$ cat src/rtl/segdac_pkg.sv
package segdac_pkg;
  localparam int DEF_SAMPLE_W = 18;
  localparam int DEF_COARSE_W = 10;
  localparam int DEF_POS_W    = 5;
endpackage

$ cat src/rtl/segdac_split.sv
module segdac_split #(
  parameter int SAMPLE_W = segdac_pkg::DEF_SAMPLE_W,
  parameter int COARSE_W = segdac_pkg::DEF_COARSE_W,
  parameter int POS_W    = segdac_pkg::DEF_POS_W
) (
  input  logic [SAMPLE_W-1:0]          sample,
  input  logic [POS_W-1:0]             pos,
  output logic [COARSE_W-1:0]          coarse,
  output logic [SAMPLE_W-COARSE_W-1:0] frac,
  output logic                         off_en,
  output logic                         pos_ok
);
  localparam int FRAC_W = SAMPLE_W - COARSE_W;
  localparam int MSB    = SAMPLE_W - 1;

  function automatic logic pos_valid(input logic [POS_W-1:0] p);
    return (p >= POS_W'(2)) && (p <= POS_W'(SAMPLE_W));
  endfunction

  function automatic logic [SAMPLE_W-1:0] bit_weight(input logic [POS_W-1:0] p);
    int sh;
    sh = SAMPLE_W - int'(p);
    return SAMPLE_W'(1) << sh;
  endfunction

  function automatic logic above_zero(input logic [SAMPLE_W-1:0] s);
    return !s[MSB] && (|s);
  endfunction

  logic [SAMPLE_W-1:0] weight;
  logic [SAMPLE_W-1:0] adjusted;
  logic [SAMPLE_W-1:0] ucode;

  always_comb begin
    pos_ok   = pos_valid(pos);
    off_en   = pos_ok && above_zero(sample);
    weight   = off_en ? bit_weight(pos) : '0;
    adjusted = sample - weight;
    ucode    = {~adjusted[MSB], adjusted[MSB-1:0]};
    coarse   = ucode[MSB -: COARSE_W];
    frac     = ucode[FRAC_W-1:0];
  end
endmodule

$ cat src/rtl/segdac_hold.sv
module segdac_hold #(
  parameter int COARSE_W = segdac_pkg::DEF_COARSE_W,
  parameter int FRAC_W   = 8
) (
  input  logic                clk,
  input  logic                rst,
  input  logic                load_stb,
  input  logic [COARSE_W-1:0] coarse_d,
  input  logic [FRAC_W-1:0]   frac_d,
  input  logic                off_d,
  output logic [COARSE_W-1:0] coarse_q,
  output logic [FRAC_W-1:0]   frac_q,
  output logic                off_q
);
  localparam logic [COARSE_W-1:0] MID = {1'b1, {(COARSE_W-1){1'b0}}};

  always_ff @(posedge clk) begin
    if (rst) begin
      coarse_q <= MID;
      frac_q   <= '0;
      off_q    <= 1'b0;
    end else if (load_stb) begin
      coarse_q <= coarse_d;
      frac_q   <= frac_d;
      off_q    <= off_d;
    end
  end

  p_hold_between_loads_r1: assert property (@(posedge clk) disable iff (rst)
    !load_stb |=> ($stable(coarse_q) && $stable(off_q) && $stable(frac_q)));

  p_reset_state_r8: assert property (@(posedge clk)
    rst |=> (coarse_q == MID && frac_q == '0 && !off_q));
endmodule

$ cat src/rtl/segdac_shaper.sv
module segdac_shaper #(
  parameter int FRAC_W = 8
) (
  input  logic              clk,
  input  logic              rst,
  input  logic [FRAC_W-1:0] frac,
  output logic              bit_out
);
  logic [FRAC_W-1:0] acc;
  logic [FRAC_W:0]   sum;
  logic              carry;

  always_comb begin
    sum   = {1'b0, acc} + {1'b0, frac};
    carry = sum[FRAC_W];
  end

  always_ff @(posedge clk) begin
    if (rst) begin
      acc     <= '0;
      bit_out <= 1'b0;
    end else begin
      acc     <= sum[FRAC_W-1:0];
      bit_out <= carry;
    end
  end

  p_zero_frac_quiet_r7: assert property (@(posedge clk) disable iff (rst)
    (frac == '0) |=> !bit_out);

  p_full_frac_fires_r5: assert property (@(posedge clk) disable iff (rst)
    ((frac == '1) && (acc != '0)) |=> bit_out);

  p_reset_empty_r8: assert property (@(posedge clk)
    rst |=> (acc == '0 && !bit_out));
endmodule

$ cat src/rtl/segdac_splitter.sv
module segdac_splitter #(
  parameter int SAMPLE_W = segdac_pkg::DEF_SAMPLE_W,
  parameter int COARSE_W = segdac_pkg::DEF_COARSE_W,
  parameter int POS_W    = segdac_pkg::DEF_POS_W
) (
  input  logic                clk,
  input  logic                rst,
  input  logic                load_stb,
  input  logic [SAMPLE_W-1:0] sample_in,
  input  logic [POS_W-1:0]    offset_pos,
  output logic [COARSE_W-1:0] coarse_code,
  output logic                offset_en,
  output logic                fine_bit
);
  localparam int FRAC_W = SAMPLE_W - COARSE_W;

  logic [COARSE_W-1:0] coarse_d;
  logic [FRAC_W-1:0]   frac_d;
  logic [FRAC_W-1:0]   frac_q;
  logic                off_d;
  logic                pos_ok;

  segdac_split #(.SAMPLE_W(SAMPLE_W), .COARSE_W(COARSE_W), .POS_W(POS_W)) u_split (
    .sample (sample_in),
    .pos    (offset_pos),
    .coarse (coarse_d),
    .frac   (frac_d),
    .off_en (off_d),
    .pos_ok (pos_ok)
  );

  segdac_hold #(.COARSE_W(COARSE_W), .FRAC_W(FRAC_W)) u_hold (
    .clk      (clk),
    .rst      (rst),
    .load_stb (load_stb),
    .coarse_d (coarse_d),
    .frac_d   (frac_d),
    .off_d    (off_d),
    .coarse_q (coarse_code),
    .frac_q   (frac_q),
    .off_q    (offset_en)
  );

  segdac_shaper #(.FRAC_W(FRAC_W)) u_shaper (
    .clk     (clk),
    .rst     (rst),
    .frac    (frac_q),
    .bit_out (fine_bit)
  );

  p_bad_pos_no_flag_r4: assert property (@(posedge clk) disable iff (rst)
    (load_stb && !pos_ok) |=> !offset_en);

  p_negative_no_flag_r3: assert property (@(posedge clk) disable iff (rst)
    (load_stb && sample_in[SAMPLE_W-1]) |=> !offset_en);
endmodule

$ cat config.mk
export PLATFORM = sky130hd
export DESIGN_NAME = segdac_splitter
export DESIGN_NICKNAME = d
export VERILOG_FILES = /design/src/rtl/segdac_pkg.sv /design/src/rtl/segdac_split.sv /design/src/rtl/segdac_hold.sv /design/src/rtl/segdac_shaper.sv /design/src/rtl/segdac_splitter.sv
export SDC_FILE = /design/constraint.sdc
export NUM_CORES = 1
export LEC_CHECK = 0
export BUFFER_PORTS_ARGS = -buffer_cell sky130_fd_sc_hd__buf_2
export CORE_MARGIN = 2
export CORE_UTILIZATION = 57
export CTS_CLUSTER_DIAMETER = 80
export DETAILED_ROUTE_END_ITERATION = 12
export PLACE_DENSITY = 0.9
export SLEW_MARGIN = 0
export SYNTH_ARGS = -nofsm -noshare
export SYNTH_HDL_FRONTEND = slang
export SYNTH_SLANG_ARGS = --single-unit
$ cat constraint.sdc
create_clock -name clk -period 4.31 [get_ports clk]
set_input_delay 0.431 -clock clk [delete_from_list [all_inputs] [get_ports clk]]
set_output_delay 0.431 -clock clk [all_outputs]
set_load 0.02 [all_outputs]
# Word level (Yosys, flattened, before mapping)

Index checks and enable logic that the tools add are counted.

Add/sub/neg operators: 3
Multiplexer cells: 1
$lt $le $gt $ge: 2
Reductions and logical operators: 5
Bitwise gates (word level): 1
Shifts and indexed selects: 1

Operators by type and width:

| cell                                                | number |
|---|---|
| << shifter 1 x 32 -> 18 bit, first input constant   | 1 |
| two-way mux 18 bit                                  | 1 |
| OR reduction 18 bit                                 | 1 |
| subtractor 18 bit                                   | 1 |
| adder 8 x 8 -> 9 bit                                | 1 |
| subtractor 5 x 5 -> 6 bit, first input constant     | 1 |
| >= comparator 5 x 2 -> 1 bit, second input constant | 1 |
| <= comparator 5 bit, second input constant          | 1 |
| logical AND 1 bit                                   | 3 |
| zero test 1 bit                                     | 1 |
| NOT 1 bit                                           | 1 |

Word-level logic and storage cells: 18
Output and inout port bits: 12
Bits of input ports: 26
Flip-flop bits (word level): 28

# Logic depth before layout (Yosys ltp)

Gate-level depths: netlist of run 1.

Depth in word-level cells: 6
Mapped depth: 15
Gate-level depth less buffers: 14

# By module

From an unflattened synthesis of run 1, not the netlist that was laid out.

Cell total of the unflattened synthesis: 318
Area total of the unflattened synthesis: 2562.5 sq um

By module, submodules not included:

| module        | sequential area each (sq um) | times used | area an instance (sq um) | cells an instance |
|---|---|---|---|---|
| segdac_split  | 0.0                          | 1          | 1281.2                   | 196 |
| segdac_hold   | 380.4                        | 1          | 688.2                    | 61 |
| segdac_shaper | 180.2                        | 1          | 593.1                    | 61 |

# Worst setup path after synthesis of run 1

No wires, ideal clock.

Path kind: input port to flip-flop
Start: input offset_pos[3]
End: register u_hold.coarse_q[6]
Data required time: 4.193 ns
Stages on the path: 13
Slack: 0.860 ns
Setup time: 0.117 ns
Arrival: 3.332 ns
Buffers on the path: 1
Cell sequence: buf_2 > or3_1 > o311ai_2 > nor3_1 > and3_1 > ha_1 > fa_1 > nand2b_1 > a211o_1 > a211o_2 > a211oi_2 > o21ai_1 > a32o_1

Cells in the longest elaborated chain, start to end: 5
Elaborated cells on any way between the ends: 8
Those cells by class: add/sub (2); order compare (2); shift (1); mux (1); reduce/logical (2)

Ends and longest elaborated chain:

| what                                                                | line                  | source |
|---|---|---|
| start, declared                                                     | segdac_splitter.sv:10 | `input logic [POS_W-1:0] offset_pos,` |
| >= comparator 5 x 2 -> 1 bit or <= comparator 5 bit (tied branches) | segdac_split.sv:17    | `return (p >= POS_W'(2)) && (p <= POS_W'(SAMPLE_W));` |
| logical AND 1 bit                                                   | segdac_split.sv:17    |  |
| logical AND 1 bit                                                   | segdac_split.sv:36    | `off_en = pos_ok && above_zero(sample);` |
| two-way mux 18 bit *                                                | segdac_split.sv:37    | `weight = off_en ? bit_weight(pos) : '0;` |
| subtractor 18 bit *                                                 | segdac_split.sv:38    | `adjusted = sample - weight;` |
| end signal, assigned                                                | segdac_hold.sv:23     | `coarse_q <= coarse_d;` |
| end, declared                                                       | segdac_hold.sv:11     | `output logic [COARSE_W-1:0] coarse_q,` |

Mark *: on every way between the ends. The rest lies on a longest branch, timed or not.
A chain may end at the register's enable or synchronous reset.

# Worst setup path after layout of run 1

Start: input sample_in[1]
End: register u_hold.coarse_q[6]

Cells in the longest elaborated chain, start to end: 5

Ends and longest elaborated chain:

| what                | line                 | source |
|---|---|---|
| start, declared     | segdac_splitter.sv:9 | `input logic [SAMPLE_W-1:0] sample_in,` |
| OR reduction 18 bit | segdac_split.sv:27   | `return !s[MSB] && (\|s);` |
| logical AND 1 bit   | segdac_split.sv:27   |  |
| logical AND 1 bit   | segdac_split.sv:36   |  |
| two-way mux 18 bit  | segdac_split.sv:37   |  |
| subtractor 18 bit * | segdac_split.sv:38   |  |

Marked as above.

==> flow_summary.ini, run 1 <==
[run_status]
outcome = finished clean

[synthesis]
synth_simple_gate_area_frac = 0.2769
syn_area_per_cell_sq_um = 7.630
synth_nets = 370
synth_top_family_by_area = simple AND/OR/NAND/NOR gates
ys_warn_count = 0
muxShareOfSynthArea = 0.02134
synth-edff-count = 0
ys.flop_type = dfxtp_1
synth-seq-cells = 28
yosys.area_share.adder = 0.1572
synth-compound-area-share = 0.2462
synth_cell_types = 53
ys_seq_area_frac = 0.2332
synthArstFlopShare = 0
synthCells = 315
synth_xor_xnor_area_share = 0.02186
syn_area_sq_um = 2404

[placement]
gp_congestion = 0.9728
dp_hpwl_mm = 4.410
placedCellCount = 392
pre_cts_ws_ns = 0.2903
io_buffer_count = 37

[grt]
first_global_vias = 2176
grt_use_total = 0.2535
grt_max_degree = 37
overflow = 0
grt_pass1_wl_mm = 9.197
antenna_found_initial = 0

[clock_network]
cts.sinks = 28
cts_made_buffers = 3
cts_resized = 0
clkSlewWorstSetupHoldPaths_ns = 0.09
h-tree-depth = 1
clock-root-buffer = clkbuf_8
tritoncts = yes
post-cts-setup-buffer-count = 0
max-clock-path-buffers = 2
insertion_delay_ns = 0.28
cts_hold_buf = 0

[sta]
timing.fmax_mhz = 264.2
slew_headroom = 0.5735
tns_ns = 0
hold_slack_ns = 0.4578
worstMarginPinSlew_ns = 0.6398
clock_skew_ns = 0.008387
finalCritPeriodShare = 0.8783
final_hold_viol_count = 0
setup-violations-final = 0
finalMaxSlewViolations = 0
finalWorstSetupSlack_ns = 0.5244
rsz0062_at_grt = false
timing.final.crit_period_ns = 3.786

[route]
drc = 0
wl_per_cell_um = 14.05
via_per_inst = 6.136
dr.pass1.iters = 4
drt_iter0_drc = 73
ant_nets = 0
vias = 2430
drt-total-wl_mm = 5.565

[cells_and_area]
drive_gt1_frac = 0.1474
antenna_cells = 0
stdcell_count = 396
area_growth_pct = 10.93
layout.nets = 402

[power_and_ir_drop]
power.share.sequential = 0.436
p_leak_nw = 1.166
powerDensity_nw_per_um2 = 253.2
swShare = 0.3297
peakVddDrop_v = 0.0001370
comb_power_share = 0.315
p_int_mw = 0.4526
clkPwrFrac = 0.249
p_switching_mw = 0.2226

[worst_setup_path]
start_kind = input port
cp.arrival_ns = 3.97
criticalPathCategory = in2reg
worstSetupEndpointType = flop
crit_required_ns = 4.49
worstPathMaxFanout = 5

[floorplanning]
fp.dieH_um = 68.94
start_util = 0.5966
num_rows = 23
ios = 38
core-area_sq_um = 4029
die_w_um = 68.94
dieArea_sq_um = 4752

[run]
cap_violations = 0

[hold_path]
hp-class = reg2reg
==> final timing paths <==
check	start	end	slack, ns	depth (start not counted)
max reg2reg	u_hold.frac_q[1]	u_shaper.acc[7]	2.14	7
min	u_hold.coarse_q[1]	u_hold.coarse_q[1]	0.46	2
min reg2reg	u_hold.coarse_q[1]	u_hold.coarse_q[1]	0.46	2
max	sample_in[1]	u_hold.coarse_q[6]	0.52	14
==> cells by family after synthesis <==
family	count (synthesis)
and+or+nand+nor	134
AOI/OAI and AO/OA	86
muxes	5
xor gates and xnor gates	6
buffers and inverters	27
adders and majority gates	29
DFF	28
==> layout make-up <==
cell class | count | area [sq um]
repair buffers | 37 | 185.2
inverters | 17 | 63.81
fillers | 357 | 1363
clock buffers | 4 | 55.05
multi-input cells | 260 | 1739
well taps | 50 | 62.56
flip-flops and latches | 28 | 560.5
==> critical path: stages <==
cell and delay [ns]:
buf_2 0.11, nor4_1 0.38, nand4_1 0.16, nor4_1 0.48, nor3_1 0.18, and3_1 0.19, ha_1 0.21, fa_1 0.40
nand2b_1 0.19, a211o_1 0.30, a211o_2 0.34, a211oi_2 0.25, o21ai_1 0.09, a32o_1 0.25
==> state kept, by name, indices dropped and copies added (netlist names) <==
register          cells
u_shaper.acc          8
u_hold.off_q          1
u_hold.frac_q         8
u_hold.coarse_q      10
u_shaper.bit_out      1
==> cells in the mapped netlist (5+ instances only) <==
master | count | area, sq um
a211oi_1 | 7 | 52.55
a21o_1 | 7 | 52.55
a21oi_1 | 23 | 115.1
and3_1 | 9 | 56.30
clkbuf_1 | 6 | 22.52
dfxtp_1 | 28 | 560.5
ha_1 | 27 | 337.8
inv_1 | 17 | 63.81
nand2_1 | 38 | 142.6
nand3_1 | 7 | 35.03
nand3b_1 | 5 | 37.54
nor2_1 | 31 | 116.4
nor2b_1 | 7 | 43.79
nor3_1 | 11 | 55.05
o21a_1 | 7 | 52.55
o21ai_0 | 12 | 60.06
or3_1 | 8 | 50.05
==> layout by cell type, fill, tap and decap left out, types with 2 or more instances in the layout <==
cell type	instances
o21ai_1	4
a31oi_1	2
inv_1	17
and2_1	2
nand2_1	38
xnor2_1	4
a21oi_1	23
or2_2	2
o211ai_1	3
nor2_1	31
a21o_1	7
nor2b_1	7
mux2i_1	4
nor3_1	11
nand2b_1	2
nand3b_1	5
o21ai_0	12
a211oi_1	7
o21a_1	7
and3_1	9
a211o_1	3
dfxtp_1	28
a2111o_1	2
fa_1	2
a311o_1	2
ha_1	27
nand3_1	7
buf_2	37
nor4_1	4
or3_1	8
clkbuf_8	4
xor2_1	2
o221ai_1	2
nand4_1	3
==> layer usage <==
layer,global-route usage,part of all wire,vias up
met1,0.2999,0.45,1148
met3,0.03247,0.035,9
met5,0,0,-
li1,-,-,1221
met4,0.07598,0.016,0
met2,0.4724,0.50,52
==> power by group through the flow <==
stage	logic (mW)	registers, mW	clock network, mW
after CTS	0.211	0.294	0.172
after detailed placement	0.210	0.300	0
after global routing	0.240	0.296	0.179
after floorplan	0.146	0.308	0
after global placement	0.202	0.299	0
final	0.213	0.294	0.168
==> stage by stage <==
| stage | utilization | power, mW | cell area [sq um] |
|---|---|---|---|
| after global routing | 0.6618 | 0.7146 | 2666 |
| after global placement | 0.6481 | 0.5013 | 2611 |
| final | 0.6618 | 0.6752 | 2666 |
| after floorplan | - | 0.4536 | 2404 |
| after detailed placement | 0.6481 | 0.5106 | 2611 |
| after CTS | 0.6618 | 0.6777 | 2666 |
Power figures use the tool's default switching activity.
==> run 2: changes to the inputs <==
- clock period: 4.31 -> 4.32 ns (I/O delays scaled with it)
==> run 2 against run 1 <==
Clock power about the same; global-route usage increased by 0.21 points; combinational power about the same; non-clock buffer count unchanged; via count decreased by 1.8%; clock skew decreased by 0.0020 ns; register-to-register slack improved by 0.03 ns; sequential power about the same; highest routed layer unchanged; die area unchanged.
==> flow_summary.ini, run 2 (synthesis results as in run 1) <==
[grt]
antenna_found_initial = 0
grt_max_degree = 37
grt_pass1_wl_mm = 9.190
first_global_vias = 2192
grt_use_met3 = 0.03409
overflow = 0
grt_use_total = 0.2556
use_met2 = 0.4784
gr-usage-met1 = 0.2982
top_usage_layer = met2

[sta]
timing.final.crit_period_ns = 3.750
worstMarginPinSlew_ns = 0.6367
setup-violations-final = 0
rsz0062_at_grt = false
final_hold_viol_count = 0
tns_ns = 0
finalMaxSlewViolations = 0
finalCritPeriodShare = 0.8681
timing.fmax_mhz = 266.6
clock_skew_ns = 0.006370
slew_headroom = 0.5755

[cells_and_area]
layout.nets = 402
antenna_cells = 0
nFillCells = 354
final_util = 0.6618
drive_gt1_frac = 0.1474
area_growth_pct = 10.93
largest_reg_flops = 10
final_common_cell = nand2_1
fin_area_sq_um = 2666
stdcell_count = 396
top_regs = u_hold.coarse_q (10), u_hold.frac_q (8), u_shaper.acc (8)
final_cell_mix = nand2_1, buf_2, nor2_1, dfxtp_1, ha_1
largest-register = u_hold.coarse_q

[clock_network]
insertion_delay_ns = 0.28
h-tree-depth = 1
cts_made_buffers = 3
tritoncts = yes
clkSlewWorstSetupHoldPaths_ns = 0.09
post-cts-setup-buffer-count = 0
max-clock-path-buffers = 2
clock-root-buffer = clkbuf_8
cts_resized = 0
cts.sinks = 28
cts_hold_buf = 0

[power_and_ir_drop]
powerDensity_nw_per_um2 = 252.8
peakVddDrop_v = 0.0001268
p_leak_nw = 1.166

[route]
wl_per_cell_um = 13.88
ant_nets = 0
dr.pass1.iters = 4
vias = 2387
drt-total-wl_mm = 5.498
drt_iter0_drc = 65
via_per_inst = 6.028
drc = 0

[floorplanning]
core-area_sq_um = 4029
dieArea_sq_um = 4752
ios = 38
start_util = 0.5966
fp.dieH_um = 68.94
die_w_um = 68.94
num_rows = 23

[run_status]
outcome = finished clean

[worst_setup_path]
cp.arrival_ns = 3.93
worstSetupEndpointType = flop
criticalPathCategory = in2reg
start_kind = input port
worstPathMaxFanout = 5
crit_required_ns = 4.50
worstRegToRegCells = 7

[placement]
placedCellCount = 392
io_buffer_count = 37
gp_congestion = 0.9726
dp_hpwl_mm = 4.360
placedInstanceArea_sq_um = 2611

[hold_path]
hold_depth = 2
hp-class = reg2reg

[run]
cap_violations = 0
[run 2: cell counts in the layout (fill, tap and decap cells not counted)]
Identical to the previous run, type by type.
[run 2: final cells by class]
type,instances,area [sq um],area share
clock buffers,4,55.05,0.02065
inverters,17,63.81,0.02393
multi-input cells,260,1739,0.6523
flip-flops and latches,28,560.5,0.2102
well taps,50,62.56,0.02346
repair buffers,37,185.2,0.06945
[run 2: per-layer routing]
layer | part of all wire | wire length (um) | up-vias
met3 | 0.030 | 164 | 7
met1 | 0.45 | 2460 | 1116
met2 | 0.51 | 2794 | 48
met4 | 0.014 | 79 | 0
li1 | - | - | 1216
met5 | 0 | 0 | -
[run 2: through the flow]
step           power (mW)  hold WS (ns)  setup WS, ns
2_1_floorplan      0.4525        0.4453        0.8695
3_3_place_gp       0.5001        0.4402        0.4819
3_5_place_dp       0.5092        0.4451        0.3236
4_1_cts            0.6760        0.4572        0.5951
5_1_grt            0.7151        0.4967        0.3732
6_report           0.6741        0.4573        0.5696
[run 2: path summary, 6_finish.rpt]
path	slack [ns]	end	startpoint
setup / recovery	0.57	u_hold.coarse_q[6]	sample_in[1]
hold / removal	0.46	u_hold.coarse_q[1]	u_hold.coarse_q[1]
setup reg to reg	2.17	u_shaper.acc[7]	u_hold.frac_q[1]
hold reg to reg	0.46	u_hold.coarse_q[1]	u_hold.coarse_q[1]
[run 2: power breakdown]
group | switching (mW) | total (mW) | internal (mW) | leakage (nW)
registers | 0.0113 | 0.294 | 0.282 | 0.231
logic | 0.124 | 0.212 | 0.0873 | 0.906
clock network | 0.0871 | 0.169 | 0.0819 | 0.0288
total | 0.223 | 0.674 | 0.452 | 1.17
[run 2: critical path, stage by stage]
cell and delay (ns):
buf_2 0.11, nor4_1 0.37, nand4_1 0.16, nor4_1 0.46, nor3_1 0.18, and3_1 0.19, ha_1 0.20, fa_1 0.41
nand2b_1 0.19, a211o_1 0.30, a211o_2 0.34, a211oi_2 0.24, o21ai_1 0.09, a32o_1 0.25
